### config.mk
export PLATFORM = sky130hd
export DESIGN_NAME = clause_scrub_seq
export DESIGN_NICKNAME = d
export VERILOG_FILES = /design/src/rtl/scrub_pkg.sv /design/src/rtl/scrub_key_gen.sv /design/src/rtl/scrub_key_place.sv /design/src/rtl/scrub_err_acc.sv /design/src/rtl/clause_scrub_seq.sv
export SDC_FILE = /design/constraint.sdc
export NUM_CORES = 1
export LEC_CHECK = 0
export ABC_AREA = 1
export BUFFER_PORTS_ARGS = -buffer_cell sky130_fd_sc_hd__buf_2
export CELL_PAD_IN_SITES_DETAIL_PLACEMENT = 1
export CELL_PAD_IN_SITES_GLOBAL_PLACEMENT = 2
export CORE_MARGIN = 2
export CORE_UTILIZATION = 31
export CTS_BUF_LIST = sky130_fd_sc_hd__clkbuf_8
export DETAILED_ROUTE_END_ITERATION = 10
export PLACE_DENSITY_LB_ADDON = 0.1
export SYNTH_ARGS = -nofsm -noshare
export SYNTH_HDL_FRONTEND = slang
export SYNTH_SLANG_ARGS = --single-unit
### constraint.sdc
create_clock -name clk_i -period 6.8 [get_ports clk_i]
set_input_delay 0.68 -clock clk_i [delete_from_list [all_inputs] [get_ports clk_i]]
set_output_delay 0.68 -clock clk_i [all_outputs]
set_load 0.005 [all_outputs]
### src/rtl/scrub_pkg.sv
package scrub_pkg;
  typedef enum logic [2:0] {
    ST_IDLE,
    ST_SEARCH,
    ST_DRAIN,
    ST_SAMPLE,
    ST_FIN
  } scrub_state_e;
endpackage

### src/rtl/scrub_key_gen.sv
module scrub_key_gen #(
  parameter int unsigned CW = 3
) (
  input  logic          clk_i,
  input  logic          rst_ni,
  input  logic          restart_i,
  input  logic          step_i,
  output logic [CW-1:0] pat_o,
  output logic          valid_o,
  output logic          last_o
);
  logic [CW-1:0] pat_q;

  // word belongs to the key set when its GF(3) sum (1->+1, 0->-1) is nonzero
  function automatic logic in_key_set(input logic [CW-1:0] p);
    int unsigned ones;
    ones = 0;
    for (int i = 0; i < CW; i++) ones += p[i];
    return ((ones + CW) % 3) != 0;
  endfunction

  always_ff @(posedge clk_i or negedge rst_ni) begin
    if (!rst_ni)        pat_q <= '0;
    else if (restart_i) pat_q <= '0;
    else if (step_i)    pat_q <= pat_q + 1'b1;
  end

  assign pat_o   = pat_q;
  assign valid_o = in_key_set(pat_q);
  assign last_o  = &pat_q;
endmodule

### src/rtl/scrub_key_place.sv
module scrub_key_place #(
  parameter int unsigned CW          = 3,
  parameter int unsigned NUM_CLAUSES = 3,
  parameter int unsigned CLW         = 2,
  localparam int unsigned COLS       = CW * NUM_CLAUSES
) (
  input  logic            en_i,
  input  logic [CLW-1:0]  sel_i,
  input  logic [CW-1:0]   pat_i,
  output logic [COLS-1:0] val_o,
  output logic [COLS-1:0] care_o
);
  for (genvar c = 0; c < NUM_CLAUSES; c++) begin : g_clause
    logic hit;
    assign hit = en_i && (sel_i == CLW'(c));
    assign val_o[c*CW +: CW]  = hit ? pat_i : '0;
    assign care_o[c*CW +: CW] = {CW{hit}};
  end
endmodule

### src/rtl/scrub_err_acc.sv
module scrub_err_acc #(
  parameter int unsigned NUM_ENTRIES = 8
) (
  input  logic                   clk_i,
  input  logic                   rst_ni,
  input  logic                   clear_i,
  input  logic                   load_i,
  input  logic [NUM_ENTRIES-1:0] parity_i,
  output logic [NUM_ENTRIES-1:0] err_o
);
  logic [NUM_ENTRIES-1:0] err_q;

  always_ff @(posedge clk_i or negedge rst_ni) begin
    if (!rst_ni)      err_q <= '0;
    else if (clear_i) err_q <= '0;
    else if (load_i)  err_q <= err_q | parity_i;
  end

  assign err_o = err_q;
endmodule

### src/rtl/clause_scrub_seq.sv
module clause_scrub_seq
  import scrub_pkg::*;
#(
  parameter int unsigned K           = 2,
  parameter int unsigned NUM_CLAUSES = 3,
  parameter int unsigned NUM_ENTRIES = 8,
  localparam int unsigned CW         = K + 1,
  localparam int unsigned COLS       = CW * NUM_CLAUSES,
  localparam int unsigned CLW        = (NUM_CLAUSES > 1) ? $clog2(NUM_CLAUSES) : 1
) (
  input  logic                   clk_i,
  input  logic                   rst_ni,
  input  logic                   start_i,
  input  logic [NUM_ENTRIES-1:0] parity_i,
  output logic                   search_o,
  output logic [COLS-1:0]        key_val_o,
  output logic [COLS-1:0]        key_care_o,
  output logic                   acc_o,
  output logic                   clr_o,
  output logic                   done_o,
  output logic [NUM_ENTRIES-1:0] err_o
);
  scrub_state_e   state_q, state_d;
  logic [CLW-1:0] clause_q;
  logic           acc_q;
  logic [CW-1:0]  pat;
  logic           pat_valid, pat_last;
  logic           in_search, accept;

  assign in_search = (state_q == ST_SEARCH);
  assign accept    = (state_q == ST_IDLE) && start_i;

  scrub_key_gen #(.CW(CW)) i_key_gen (
    .clk_i     (clk_i),
    .rst_ni    (rst_ni),
    .restart_i (accept || state_q == ST_SAMPLE),
    .step_i    (in_search),
    .pat_o     (pat),
    .valid_o   (pat_valid),
    .last_o    (pat_last)
  );

  assign search_o = in_search && pat_valid;

  scrub_key_place #(.CW(CW), .NUM_CLAUSES(NUM_CLAUSES), .CLW(CLW)) i_key_place (
    .en_i   (search_o),
    .sel_i  (clause_q),
    .pat_i  (pat),
    .val_o  (key_val_o),
    .care_o (key_care_o)
  );

  always_comb begin
    state_d = state_q;
    unique case (state_q)
      ST_IDLE:   if (start_i) state_d = ST_SEARCH;
      ST_SEARCH: if (pat_last) state_d = ST_DRAIN;
      ST_DRAIN:  state_d = ST_SAMPLE;
      ST_SAMPLE: state_d = (clause_q == CLW'(NUM_CLAUSES - 1)) ? ST_FIN : ST_SEARCH;
      ST_FIN:    state_d = ST_IDLE;
      default:   state_d = ST_IDLE;
    endcase
  end

  always_ff @(posedge clk_i or negedge rst_ni) begin
    if (!rst_ni) begin
      state_q  <= ST_IDLE;
      clause_q <= '0;
      acc_q    <= 1'b0;
    end else begin
      state_q <= state_d;
      acc_q   <= search_o;   // match lines settle one cycle after the search
      if (accept)                  clause_q <= '0;
      else if (state_q == ST_SAMPLE) clause_q <= clause_q + 1'b1;
    end
  end

  assign acc_o  = acc_q;
  assign clr_o  = (state_q == ST_SAMPLE);
  assign done_o = (state_q == ST_FIN);

  scrub_err_acc #(.NUM_ENTRIES(NUM_ENTRIES)) i_err_acc (
    .clk_i    (clk_i),
    .rst_ni   (rst_ni),
    .clear_i  (accept),
    .load_i   (clr_o),
    .parity_i (parity_i),
    .err_o    (err_o)
  );
endmodule


* Word level (Yosys, flattened, before mapping)
Index checks and enable logic that the tools add are counted.
Cells by class: add/subtract/negate cells 5, divide/modulo/power cells 1, equality and inequality tests 8, multiplexer cells 13, bitwise logic cells 1, reductions and logical operators 13
Operator list (count):
- $add 32x1->32 | 1
- $add 32x2->32 const B | 1
- $mod 32x2->32 const B | 1
- $reduce_bool 32->1 | 1
- $mux 3 | 8
- $mux 8 | 2
- $pmux 3 s4 | 1
- $or 8x8->8 | 1
- $eq 3x2->1 const B | 2
- $logic_and 1x1->1 | 5
- $mux 2 | 2
- $reduce_bool 2->1 | 2
- $add 3x1->3 const B | 1
- $eq 3x1->1 const B | 1
- $eq 3x3->1 const B | 1
- $logic_not 3->1 | 1
- $reduce_and 3->1 | 1
- $add 1x1->2 | 1
- $add 2x1->2 const B | 1
- $eq 2x1->1 const B | 1
- $eq 2x2->1 const B | 1
- $logic_not 2->1 | 1
- $ne 2x1->1 const B | 1
- $ne 2x2->1 const B | 1
- 2 further kinds | 2
Storage, ports and cells: flip-flop bits (word level) 17, bits of input ports 11, output and inout port bits 30, logic and storage cells 46

* Longest topological paths before layout
depth in word-level cells 8, depth in mapped cells 17, depth with buffers taken out 16

* Hierarchy
A second synthesis with hierarchy kept.
Second synthesis, totals: cells, all modules 127, area total of the unflattened synthesis 979.7 um^2
Modules (own cells, without submodules):
- clause_scrub_seq | times used 1, cells an instance 44, area an instance 341.6 um^2, sequential area each 150.1 um^2
- scrub_err_acc | times used 1, cells an instance 34, area an instance 309.0 um^2, sequential area each 200.2 um^2
- scrub_key_gen | times used 1, cells an instance 19, area an instance 180.2 um^2, sequential area each 75.1 um^2
- scrub_key_place | times used 1, cells an instance 30, area an instance 148.9 um^2, sequential area each 0.0 um^2

* Worst setup path before layout
OpenSTA, ideal clock, no wires.
path kind register -> output, start register i_key_gen.pat_q[0], in the netlist i_key_gen.pat_o[0], end output key_care_o[6], data arrival time 2472 ps, data required time 6120 ps, setup slack 3648 ps, cell stages (with the launch flop) 18, cell sequence dfrtp_1 > ha_1 > inv_1 > nand2_2 > inv_1 > ha_1 > nor2_1 > nand2_1 > nor2_1 > inv_1 > ha_1 > inv_1 > nand2_1 > nor2_1 > nand3_4 > nand4_2 > inv_1 > buf_4
On the way: longest elaborated chain between the ends 7
Ends and longest elaborated chain:
- start: declaration | line scrub_key_gen.sv:12 | logic [CW-1:0] pat_q;
- start signal: assignment | line scrub_key_gen.sv:25 | else if (step_i) pat_q <= pat_q + 1'b1;
- $add 1x1->2 | line scrub_key_gen.sv:18 | for (int i = 0; i < CW; i++) ones += p[i];
- $add 32x1->32 | line scrub_key_gen.sv:18
- $add 32x2->32 | line scrub_key_gen.sv:19 | return ((ones + CW) % 3) != 0;
- $mod 32x2->32 | line scrub_key_gen.sv:19
- $reduce_bool 32->1 | line scrub_key_gen.sv:19
- $logic_and 1x1->1 | line clause_scrub_seq.sv:43 | assign search_o = in_search && pat_valid;
- $logic_and 1x1->1 | line scrub_key_place.sv:15 | assign hit = en_i && (sel_i == CLW'(c));
- end: declaration | line clause_scrub_seq.sv:17 | output logic [COLS-1:0] key_care_o,
No other way between the ends.

* Final worst setup path
start register i_key_gen.pat_q[0], in the netlist i_key_gen.pat_o[0], end output key_care_o[0]
The elaborated chain is that of the path after synthesis.

==> impl_metrics.json <==
{
  "vias": 1005,
  "synth_simple_gate_area_frac": 0.294,
  "r2r_end": "acc_o",
  "grt-ovfl-total": 0,
  "synth-seq-area-share": 0.352,
  "worstPathRequired_ps": 6120,
  "slew_viol_final": 0,
  "insertion_delay_ps": 250,
  "fin_crit_ps": 3660,
  "syn_to_final_growth_pct": 19.8,
  "yosysMostFrequentCell": "inv_1",
  "synth_xor_area_frac": 0.00725,
  "total_power_mw": 0.763,
  "cts_max_level": 1,
  "cts_made_buffers": 3,
  "syn_nets": 170,
  "cts_root_buffer": "clkbuf_8",
  "p_per_area_nw_per_um2": 527,
  "grt_pass1_wl_um": 4770,
  "worstPathArrival_ps": 2980,
  "outcome": "finished clean",
  "final_cell_count_no_fill": 233,
  "viasPerCell": 4.31,
  "synthFlopType": "dfrtp_1",
  "synth_top_family_by_area": "simple AND/OR/NAND/NOR gates",
  "cts_repair_resize_count": 0,
  "synth_top_cell_by_area": "dfrtp_1",
  "ys_ff_latch": 17,
  "async_flop_share": 1.00,
  "max_stage_delay_ps": 420,
  "synth_cell_types": 21,
  "r2r_setup_slack_ps": 4160,
  "final-hold-violation-count": 0,
  "antenna_found_initial": 0,
  "cpMostUsedCell": "inv_1",
  "rows": 22,
  "synthMuxAreaShare": 0,
  "wl_per_cell_um": 12.0,
  "ctsLongestPathBuffers": 2,
  "vdd_ir_drop_max_v": 0.000178,
  "synth_area_leaders": "dfrtp_1 (35%), inv_1 (10%), ha_1 (9.3%), nor2_1 (7.5%), buf_4 (5.6%)",
  "cp.depth": 17,
  "fin_skew_ps": 5.72,
  "cts_hold_buf": 0,
  "diodes": 0,
  "start_util": 0.325,
  "nets": 206,
  "cp-endpoint": "key_care_o[0]",
  "synth_top_area_share": 0.352,
  "grt_max_degree": 18,
  "max_freq_ghz": 0.273,
  "worstHoldPathType": "input pin to asynchronous set/reset pin",
  "p_leak_nw": 0.907,
  "dieArea_um2": 4410,
  "max_cap_violations": 0,
  "dpl.hpwl_um": 2400,
  "postSynthCellCount": 150,
  "ios": 41,
  "drt_iter0_drc": 13,
  "syn_avg_cell_area_um2": 8.06,
  "cts_sinks": 17,
  "synth_common_cells": "inv_1 (33), nor2_1 (24), dfrtp_1 (17), nand2_1 (14), o21ai_0 (12)",
  "ys_warn_count": 0,
  "crit_fanout": 4,
  "crit_family": "adder cells",
  "holdWs_ps": 345,
  "grt_pass1_vias": 1035,
  "dpl.cell_count": 229,
  "drive_gt1_frac": 0.357,
  "synth_fa_ha_area_frac": 0.0932,
  "die_h_um": 66.4,
  "ant_nets": 0,
  "globalplace.congestion": 0.669,
  "cp-startpoint": "i_key_gen.pat_o[0]",
  "cts_setup_buffers": 0,
  "port_buffers": 40,
  "worst_pin_slew_ps": 385,
  "path_cells": "ha_1 -> inv_1 -> nand2_2 -> inv_1 -> ha_1 -> nor2_1 -> nand2_1 -> nor2_1 -> inv_1 -> ha_1 -> inv_1 -> nand2_1 -> nor2_1 -> nand3_4 -> nand4_2 -> inv_1 -> buf_2",
  "synth_compound_area_frac": 0.0694,
  "cts_tree": "done",
  "timing.rr.start": "i_key_gen.pat_o[0]",
  "r2r_cells": 16,
  "synthesis.area_um2": 1210,
  "critPathSlowestCell": "dfrtp_1",
  "setup_viol": 0,
  "rsz0062_at_grt": "false",
  "relSlewSlack": 0.743,
  "grt_usage": 0.142,
  "end_kind": "output port",
  "die_w_um": 66.4,
  "drc": 0,
  "nFillCells": 487,
  "period_share": 0.539,
  "core_area_um2": 3720,
  "startpoint_type": "flop",
  "wl_um": 2800,
  "criticalPathCategory": "flop to output port",
  "tns_ps": 0,
  "synth-edff-count": 0,
  "path_clk_slew_ps": 70,
  "firstDrtPassIters": 3,
  "crit_buf_inv": 6
}
-- routing by layer --
metal	track usage	wire (um)	vias to the layer above
li1	-	-	515
met5	0	0	-
met4	0.0383	23	0
met3	0.0153	119	2
met1	0.164	1230	460
met2	0.274	1420	28
-- metrics by stage --
stage | instance area (um2) | util | worst slack (ps)
global route | 1450 | 0.390 | 2860
CTS | 1450 | 0.390 | 3110
detailed placement | 1400 | 0.377 | 3400
finish | 1450 | 0.390 | 3140
global placement | 1400 | 0.377 | 3530
floorplan | 1210 | - | 3650
-- layout by cell type, fill, tap and decap left out, drive strengths merged --
cell / n
buf: 40
clkbuf: 3
clkinv: 1
dfrtp: 17
ha: 9
inv: 40
nand2: 18
nand3: 9
nand4: 5
nor2: 25
o21ai: 16
or2: 1
xor2: 1
-- layout make-up --
type / count / area (um2) / area share
multi-input combinational: 84 / 561 / 0.387
timing repair buffer: 40 / 200 / 0.138
inverter: 40 / 155 / 0.107
sequential: 17 / 425 / 0.294
tap: 48 / 60.1 / 0.0415
clock buffer: 3 / 41.3 / 0.0285
clock inverter: 1 / 5.00 / 0.00346
-- registers in the layout, summed over array words and instances, names as in the netlist --
name / count
clause_q: 2
i_key_gen.pat_o: 3
state_q: 3
acc_o: 1
i_err_acc.err_o: 8
-- worst min-delay path by stage --
stage                                  start                 end  slack [ps]  depth (start not counted)
final                                 rst_ni          state_q[1]         350                          1
after global routing                  rst_ni          state_q[1]         370                          1
after CTS                             rst_ni          state_q[2]         360                          1
after detailed placement  i_err_acc.err_o[6]  i_err_acc.err_o[6]         480                          2
after global placement    i_err_acc.err_o[5]  i_err_acc.err_o[5]         480                          2
after floorplan                       rst_ni               acc_o         380                          0
-- where the power goes --
| group | leakage, nW | internal [mW] | total [mW] | switching (mW) |
|---|---|---|---|---|
| Sequential | 0.216 | 0.146 | 0.176 | 0.0307 |
| Clock | 0.0255 | 0.0405 | 0.0734 | 0.0329 |
| Combinational | 0.666 | 0.188 | 0.513 | 0.325 |
| Total | 0.907 | 0.375 | 0.763 | 0.388 |
-- kinds of logic (layout without fill, tap and decap cells) --
| logic type | after synthesis | in the layout |
|---|---|---|
| AOI/OAI and AO/OA | 16 | 16 |
| buffers and inverters | 49 | 84 |
| and+or+nand+nor | 58 | 58 |
| adders and majority gates | 9 | 9 |
| xor gates and xnor gates | 1 | 1 |
| DFF | 17 | 17 |
No activity file was read; power rests on OpenSTA's default activity.
